==> src/rtl/rsq_pkg.sv <==
package rsq_pkg;
   localparam logic [4:0] OP_RX_RESET = 5'h05;
   localparam logic [4:0] OP_DISCARD  = 5'h08;

   localparam logic [3:0] ERR_NONE     = 4'b0000;
   localparam logic [3:0] ERR_DRIBBLE  = 4'b0010;
   localparam logic [3:0] ERR_OVERRUN  = 4'b1000;
   localparam logic [3:0] ERR_OVERSIZE = 4'b1001;
   localparam logic [3:0] ERR_RUNT     = 4'b1011;
   localparam logic [3:0] ERR_ALIGN    = 4'b1100;
   localparam logic [3:0] ERR_CRC      = 4'b1101;

   // Keep a recognised error code, fold everything else to "no error".
   function automatic logic [3:0] rsq_classify(input logic [3:0] c);
      case (c)
         ERR_DRIBBLE, ERR_OVERRUN, ERR_OVERSIZE,
         ERR_RUNT, ERR_ALIGN, ERR_CRC: return c;
         default:                      return ERR_NONE;
      endcase
   endfunction
endpackage

==> src/rtl/rsq_ring.sv <==
module rsq_ring #(
   parameter int DEPTH = 8,
   parameter int CW    = 11,
   localparam int PW   = (DEPTH > 1) ? $clog2(DEPTH) : 1
) (
   input  logic          clk,
   input  logic          rst_n,
   input  logic          clr,
   input  logic          push,
   input  logic          pop,
   input  logic          inc,
   input  logic [PW-1:0] inc_idx,
   input  logic [1:0]    dec_amt,
   input  logic          close,
   input  logic [3:0]    close_code,
   output logic [PW-1:0] tail_idx,
   output logic [PW:0]   occ,
   output logic [CW-1:0] head_cnt,
   output logic          head_done,
   output logic [3:0]    head_code
);
   logic [PW-1:0] head_q, tail_q;
   logic [PW:0]   occ_q;
   logic [CW-1:0] cnt_all  [DEPTH];
   logic          done_all [DEPTH];
   logic [3:0]    code_all [DEPTH];

   function automatic logic [PW-1:0] nxt(input logic [PW-1:0] p);
      return (p == PW'(DEPTH - 1)) ? '0 : p + 1'b1;
   endfunction

   for (genvar i = 0; i < DEPTH; i++) begin : g_slot
      logic [CW-1:0] cnt_q;
      logic          done_q;
      logic [3:0]    code_q;
      logic          here_inc, here_wr;
      logic [CW-1:0] inc_v, dec_v;

      assign here_wr  = (inc_idx == PW'(i));
      assign here_inc = inc && here_wr && (cnt_q != '1);
      assign inc_v    = CW'(here_inc);
      assign dec_v    = (head_q == PW'(i)) ? CW'(dec_amt) : '0;

      always_ff @(posedge clk or negedge rst_n) begin
         if (!rst_n) begin
            cnt_q  <= '0;
            done_q <= 1'b0;
            code_q <= '0;
         end else if (clr || (push && tail_q == PW'(i))) begin
            cnt_q  <= '0;
            done_q <= 1'b0;
            code_q <= '0;
         end else begin
            cnt_q <= cnt_q + inc_v - dec_v;
            if (close && here_wr) begin
               done_q <= 1'b1;
               code_q <= close_code;
            end
         end
      end

      assign cnt_all[i]  = cnt_q;
      assign done_all[i] = done_q;
      assign code_all[i] = code_q;
   end

   always_ff @(posedge clk or negedge rst_n) begin
      if (!rst_n) begin
         head_q <= '0;
         tail_q <= '0;
         occ_q  <= '0;
      end else if (clr) begin
         head_q <= '0;
         tail_q <= '0;
         occ_q  <= '0;
      end else begin
         if (push) tail_q <= nxt(tail_q);
         if (pop)  head_q <= nxt(head_q);
         occ_q <= occ_q + (PW+1)'(push) - (PW+1)'(pop);
      end
   end

   assign tail_idx  = tail_q;
   assign occ       = occ_q;
   assign head_cnt  = cnt_all[head_q];
   assign head_done = done_all[head_q];
   assign head_code = code_all[head_q];

   AST_NO_POP_EMPTY: assert property (@(posedge clk) disable iff (!rst_n)
      (pop && !clr) |-> (occ_q != '0));
   AST_NO_PUSH_FULL: assert property (@(posedge clk) disable iff (!rst_n)
      (push && !clr) |-> (occ_q < (PW+1)'(DEPTH)));
endmodule

==> src/rtl/rsq_fmt.sv <==
module rsq_fmt #(
   parameter int CW = 11
) (
   input  logic          empty,
   input  logic          done,
   input  logic [3:0]    code,
   input  logic [CW-1:0] cnt,
   output logic [15:0]   word
);
   if (CW + 5 != 16) begin : g_bad_width
      $error("rsq_fmt: count field must fill bits 10..0");
   end

   always_comb begin
      if (empty) word = {1'b1, 15'b0};
      else       word = {~done, (done ? code : 4'b0000), cnt};
   end
endmodule

==> src/rtl/rx_stat_queue.sv <==
module rx_stat_queue #(
   parameter int DEPTH     = 8,
   parameter int MAX_BYTES = 1514,
   localparam int PW       = (DEPTH > 1) ? $clog2(DEPTH) : 1,
   localparam int CW       = 11
) (
   input  logic          clk,
   input  logic          rst_n,
   input  logic          mac_sof,
   input  logic          mac_byte,
   input  logic          mac_eof,
   input  logic [3:0]    mac_code,
   input  logic          host_rd,
   input  logic          cmd_valid,
   input  logic [4:0]    cmd_op,
   output logic [15:0]   stat_word,
   output logic [PW:0]   frame_cnt,
   output logic          receiving,
   output logic          stat_ovr,
   output logic          rx_underrun,
   output logic          fail_evt,
   output logic          rx_done_evt
);
   import rsq_pkg::*;

   if (DEPTH < 2) begin : g_bad_depth
      $error("rx_stat_queue: DEPTH must be at least 2");
   end
   if (MAX_BYTES < 1 || MAX_BYTES >= (1 << CW) - 1) begin : g_bad_max
      $error("rx_stat_queue: MAX_BYTES must fit the count field");
   end

   logic          recv_q, ovr_q, und_q, fail_q, done_q;
   logic [PW-1:0] cur_q, tail_idx;
   logic [CW-1:0] len_q, head_cnt;
   logic [PW:0]   occ;
   logic          head_done;
   logic [3:0]    head_code, cls, close_code;
   logic          rx_rst, empty, full, disc, disc_cur, live;
   logic          sof_ok, sof_drop, inc, close, bad_rd;
   logic [1:0]    dec_amt;
   logic [CW:0]   len_now;

   assign rx_rst   = cmd_valid && (cmd_op == OP_RX_RESET);
   assign empty    = (occ == '0);
   assign full     = (occ == (PW+1)'(DEPTH));
   assign disc     = cmd_valid && (cmd_op == OP_DISCARD) && !empty && !rx_rst;
   // The frame being written is the newest; it is the oldest only when alone.
   assign disc_cur = disc && recv_q && (occ == (PW+1)'(1));
   assign live     = recv_q && !disc_cur && !rx_rst;
   assign sof_ok   = mac_sof && !recv_q && !full && !rx_rst;
   assign sof_drop = mac_sof && !recv_q && full && !rx_rst;
   assign inc      = mac_byte && live;
   assign close    = mac_eof && live;
   assign bad_rd   = host_rd && (empty || head_cnt == '0) && !rx_rst;

   always_comb begin
      dec_amt = 2'd0;
      if (host_rd && !empty && !rx_rst)
         dec_amt = (head_cnt >= CW'(2)) ? 2'd2 : head_cnt[1:0];
   end

   assign len_now = {1'b0, len_q} + (CW+1)'(inc);
   assign cls     = rsq_classify(mac_code);
   assign close_code = ((cls == ERR_NONE) && (len_now > (CW+1)'(MAX_BYTES)))
                       ? ERR_OVERSIZE : cls;

   always_ff @(posedge clk or negedge rst_n) begin
      if (!rst_n) begin
         recv_q <= 1'b0;
         cur_q  <= '0;
         len_q  <= '0;
         ovr_q  <= 1'b0;
         und_q  <= 1'b0;
         fail_q <= 1'b0;
         done_q <= 1'b0;
      end else begin
         fail_q <= bad_rd;
         done_q <= close;
         if (rx_rst) begin
            recv_q <= 1'b0;
            ovr_q  <= 1'b0;
            und_q  <= 1'b0;
         end else begin
            if (sof_ok) begin
               recv_q <= 1'b1;
               cur_q  <= tail_idx;
               len_q  <= '0;
            end else if (close || disc_cur) begin
               recv_q <= 1'b0;
            end else if (inc && len_q != '1) begin
               len_q <= len_q + 1'b1;
            end
            if (disc)          ovr_q <= 1'b0;
            else if (sof_drop) ovr_q <= 1'b1;
            if (bad_rd) und_q <= 1'b1;
         end
      end
   end

   rsq_ring #(.DEPTH(DEPTH), .CW(CW)) u_ring (
      .clk        (clk),
      .rst_n      (rst_n),
      .clr        (rx_rst),
      .push       (sof_ok),
      .pop        (disc),
      .inc        (inc),
      .inc_idx    (cur_q),
      .dec_amt    (dec_amt),
      .close      (close),
      .close_code (close_code),
      .tail_idx   (tail_idx),
      .occ        (occ),
      .head_cnt   (head_cnt),
      .head_done  (head_done),
      .head_code  (head_code)
   );

   rsq_fmt #(.CW(CW)) u_fmt (
      .empty (empty),
      .done  (head_done),
      .code  (head_code),
      .cnt   (head_cnt),
      .word  (stat_word)
   );

   assign frame_cnt   = occ;
   assign receiving   = recv_q;
   assign stat_ovr    = ovr_q;
   assign rx_underrun = und_q;
   assign fail_evt    = fail_q;
   assign rx_done_evt = done_q;

   AST_OVR_ONLY_FULL: assert property (@(posedge clk) disable iff (!rst_n)
      ovr_q |-> full);
   AST_RECV_HAS_SLOT: assert property (@(posedge clk) disable iff (!rst_n)
      recv_q |-> !empty);
   AST_UND_STICKY: assert property (@(posedge clk) disable iff (!rst_n)
      (und_q && !rx_rst) |=> und_q);
   AST_FAIL_WITH_UND: assert property (@(posedge clk) disable iff (!rst_n)
      fail_q |-> und_q);
   AST_DONE_SINGLE: assert property (@(posedge clk) disable iff (!rst_n)
      done_q |=> !done_q);
endmodule

==> config.mk <==
export PLATFORM = sky130hd
export DESIGN_NAME = rx_stat_queue
export DESIGN_NICKNAME = d
export VERILOG_FILES = /design/src/rtl/rsq_pkg.sv /design/src/rtl/rsq_ring.sv /design/src/rtl/rsq_fmt.sv /design/src/rtl/rx_stat_queue.sv
export SDC_FILE = /design/constraint.sdc
export NUM_CORES = 1
export LEC_CHECK = 0
export ABC_CLOCK_PERIOD_IN_PS = 12350
export BUFFER_PORTS_ARGS = -buffer_cell sky130_fd_sc_hd__buf_2
export CAP_MARGIN = 0
export CORE_ASPECT_RATIO = 2
export CORE_MARGIN = 2
export CORE_UTILIZATION = 60
export DETAILED_ROUTE_END_ITERATION = 10
export PLACE_DENSITY_LB_ADDON = 0.25
export SKIP_LAST_GASP = 1
export SLEW_MARGIN = 5
export SYNTH_ARGS = -nofsm -noshare
export SYNTH_HDL_FRONTEND = slang
export SYNTH_SLANG_ARGS = --single-unit
==> constraint.sdc <==
create_clock -name clk -period 12.35 [get_ports clk]
set_input_delay 2.47 -clock clk [delete_from_list [all_inputs] [get_ports clk]]
set_output_delay 2.47 -clock clk [all_outputs]
set_load 0.01 [all_outputs]
==> flow_metrics.py <==
metrics = {
    "outcome": {
        "outcome": "completed",
    },
    "drt": {
        "drt.antenna.violating_nets": 0,
        "first_pass_iters": 5,
        "first_iter_violations": 484,
        "avgRoutedWirePerCell_um": 19.3,
        "viasPerCell": 6.14,
        "remaining_drc_errors": 0,
        "vias": 9566,
        "totalWireLength_mm": 30.1,
    },
    "worst_setup_path": {
        "cp_num_buf_inv": 2,
        "crit_required_ns": 12.69,
        "cp.arrival_ns": 6.45,
        "cp_slowest_stage_delay_ns": 0.83,
        "cpMostUsedCell": "nand2_1",
        "cpMaxStageDelayCell": "nor3_1",
        "crit_chain": "buf_2 > nor3b_1 > nand4b_1 > buf_4 > nand2_1 > nor3_1 > nand2_1 > ha_1 > fa_1 > a21o_1 > a21oi_1 > o21bai_1 > a211o_1 > nand4_1 > a21bo_2",
        "startpoint_type": "input port",
        "crit_type": "in2reg",
        "cp_top_family": "simple AND/OR/NAND/NOR gates",
        "critPathMaxFanout": 20,
        "end_kind": "flop",
    },
    "pwr": {
        "p_leak_nw": 6.16,
        "peakVddDrop_v": 0.000181,
        "cellPowerDensity_nw_per_um2": 324,
    },
    "timing": {
        "hold_viol_final": 0,
        "min_period_ns": 6.12,
        "period_share_pct": 49.5,
        "fmax_mhz": 163,
        "worst_slew_pin_slew_ns": 1.14,
        "setup_viol": 0,
        "hold_ws_ns": 0.471,
        "slew_headroom_pct": 23.9,
        "finClkSkew_ns": 0.00952,
        "final.setup.tns_ns": 0,
        "drv_slew": 0,
        "rsz0062_at_grt": "no",
    },
    "synthesis": {
        "ys_warn_count": 0,
        "synth_seq_area_share_pct": 33.5,
        "avgSynthCellArea_sq_um": 9.41,
        "synthDistinctLibCells": 60,
        "yosysMostFrequentCell": "dfrtp_1",
        "synth_edf_count": 0,
        "synth_top_cell_area_share_pct": 33.5,
        "ys_async_sr_fraction_pct": 100,
        "netlist_area_sq_um": 11700,
        "synthTopCellsByCount": "157 x dfrtp_1, 149 x ha_1, 127 x inv_1, 94 x a21oi_1, 84 x nor2_1",
        "synth_ff_type": "dfrtp_1",
        "yosysTopAreaCell": "dfrtp_1",
        "syn_nets": 1422,
        "synth_area_leaders": "dfrtp_1 33%, ha_1 16%, mux4_2 5.0%, inv_1 4.1%, a21oi_1 4.0%",
        "ys_ff_latch": 157,
        "syn_inst": 1248,
    },
    "final_layout": {
        "final_nets": 1461,
        "syn2layout_area_growth_pct": 9.12,
        "fin_cells": 1558,
        "stdcell_area_sq_um": 12800,
        "fill_cells": 1628,
        "utilization_pct": 66.4,
        "drive_gt1_share_pct": 10.0,
        "n_antenna_cell": 0,
    },
    "clock_tree": {
        "cts_resized": 0,
        "cts_buffers": 17,
        "cts_buffer_depth": 2,
        "cts-htree-levels": 4,
        "cts_root_buf": "clkbuf_16",
        "ctsHoldBuffers": 0,
        "cts_setup_buffers": 0,
        "cts_tree": "yes",
        "clock_latency_ns": 0.44,
        "clkSinkCount": 157,
        "clk_pin_slew_ns": 0.06,
    },
    "global_routing": {
        "grt_pass1_vias": 9930,
        "antenna_found_initial": 0,
        "grt_pass1_wl_mm": 48.5,
        "grtUsageTotal_pct": 30.5,
        "overflow": 0,
        "grt_start_max_net_pins": 98,
    },
    "floorplan": {
        "io_pins": 41,
        "die_height_um": 202,
        "fp.dieArea_sq_um": 20800,
        "start_util_pct": 60.9,
        "core_area_sq_um": 19300,
        "fp-row-count": 72,
        "die_x_um": 103,
    },
    "placement": {
        "io_buffers": 40,
        "gp_congestion": 0.943,
        "dp.cells": 1527,
        "dp_hpwl_mm": 23.1,
        "placed_area_sq_um": 12200,
    },
    "flow_run": {
        "drv_cap": 0,
    },
    "hold_path": {
        "min_path_type": "reg2reg",
    },
}
## routing by layer
| metal | track usage [%] | up-vias | wire (um) |
|---|---|---|---|
| li1 | - | 4516 | - |
| met1 | 31.2 | 4679 | 10500 |
| met2 | 55.4 | 260 | 16400 |
| met3 | 4.84 | 111 | 1150 |
| met4 | 19.4 | 0 | 2040 |
| met5 | 0 | - | 0 |
## flip-flops by register name (all words and copies together), names as in the netlist
signal	flops
cur_q	3
fail_evt	1
len_q	11
receiving	1
rx_done_evt	1
rx_underrun	1
stat_ovr	1
u_ring.g_slot.cnt_q	88
u_ring.g_slot.code_q	32
u_ring.g_slot.done_q	8
u_ring.head_q	3
u_ring.occ	4
u_ring.tail_idx	3
## worst register-to-register path, stage by stage, from the launching register on
cell      delay (ns)
dfrtp_2         0.54
buf_4           0.50
mux4_2          0.36
nor4_1          0.05
nand3_1         0.17
o41ai_4         0.12
nor3_1          0.88
nand2_1         0.27
ha_1            0.39
fa_1            0.47
a21o_1          0.20
a21oi_1         0.27
o21bai_1        0.17
a211o_1         0.33
nand4_1         0.08
a21bo_2         0.23
## cells in the final DEF, fill, tap and decap left out, types with 12 or more instances in the layout
master     netlist  routed
dfrtp_1        157     156
ha_1           149     149
inv_1          127     127
a21oi_1         94      94
nor2_1          84      84
nand2_1         81      81
o21ai_0         76      76
nand3_1         69      69
xnor2_1         46      46
buf_2            3      39
mux4_2          26      26
a21o_1          25      25
and2_1          22      22
xor2_1          20      20
nor3_1          19      19
o21a_1          18      18
or2_2           17      17
clkbuf_16        0      17
o21bai_1        15      15
o211ai_1        14      14
nand4_1         13      13
and3_1          12      12
## final timing paths
| path | from | end | slack [ns] | depth (start not counted) |
|---|---|---|---|---|
| max | cmd_valid | u_ring.g_slot[3].cnt_q[10] | 6.23 | 15 |
| min | rx_underrun | rx_underrun | 0.47 | 1 |
| max reg2reg | u_ring.head_q[0] | u_ring.g_slot[3].cnt_q[10] | 7.22 | 15 |
| min reg2reg | rx_underrun | rx_underrun | 0.47 | 1 |
| max in group asynchronous | rst_n | u_ring.g_slot[0].code_q[2] | 8.82 | 2 |
| min in group asynchronous | rst_n | u_ring.g_slot[0].cnt_q[2] | 2.13 | 1 |
## layout make-up
class	instances	area (sq um)	area share, %
Multi-Input combinational cell	937	7200	56.2
Clock buffer	22	484	3.78
Timing Repair Buffer	47	259	2.02
Tap cell	259	324	2.53
Sequential cell	157	3930	30.7
Inverter	127	477	3.72
Clock inverter	9	134	1.05
## logic make-up after synthesis
family                   Yosys count  share of synthesized area (%)
adder cells (fa/ha/maj)          158                           17.4
AND/OR/NAND/NOR                  380                           16.4
AO/OA/AOI/OAI                    295                           15.7
XOR/XNOR                          66                           4.92
buffers and inverters            154                           5.18
multiplexers                      38                           6.85
flip-flops                       157                           33.5
## report_power, final
part | internal [mW] | switching (mW)
sequential | 0.765 | 0.303
clock | 0.339 | 0.218
combinational | 1.17 | 1.35
total | 2.27 | 1.87
## through the flow
step / setup slack (ns) / power (mW)
2_1_floorplan: 6.51 / 2.97
3_3_place_gp: 5.93 / 3.48
3_5_place_dp: 5.83 / 3.56
4_1_cts: 6.30 / 4.15
5_1_grt: 5.93 / 4.51
6_report: 6.23 / 4.15
(Power assumes the default switching activity.)
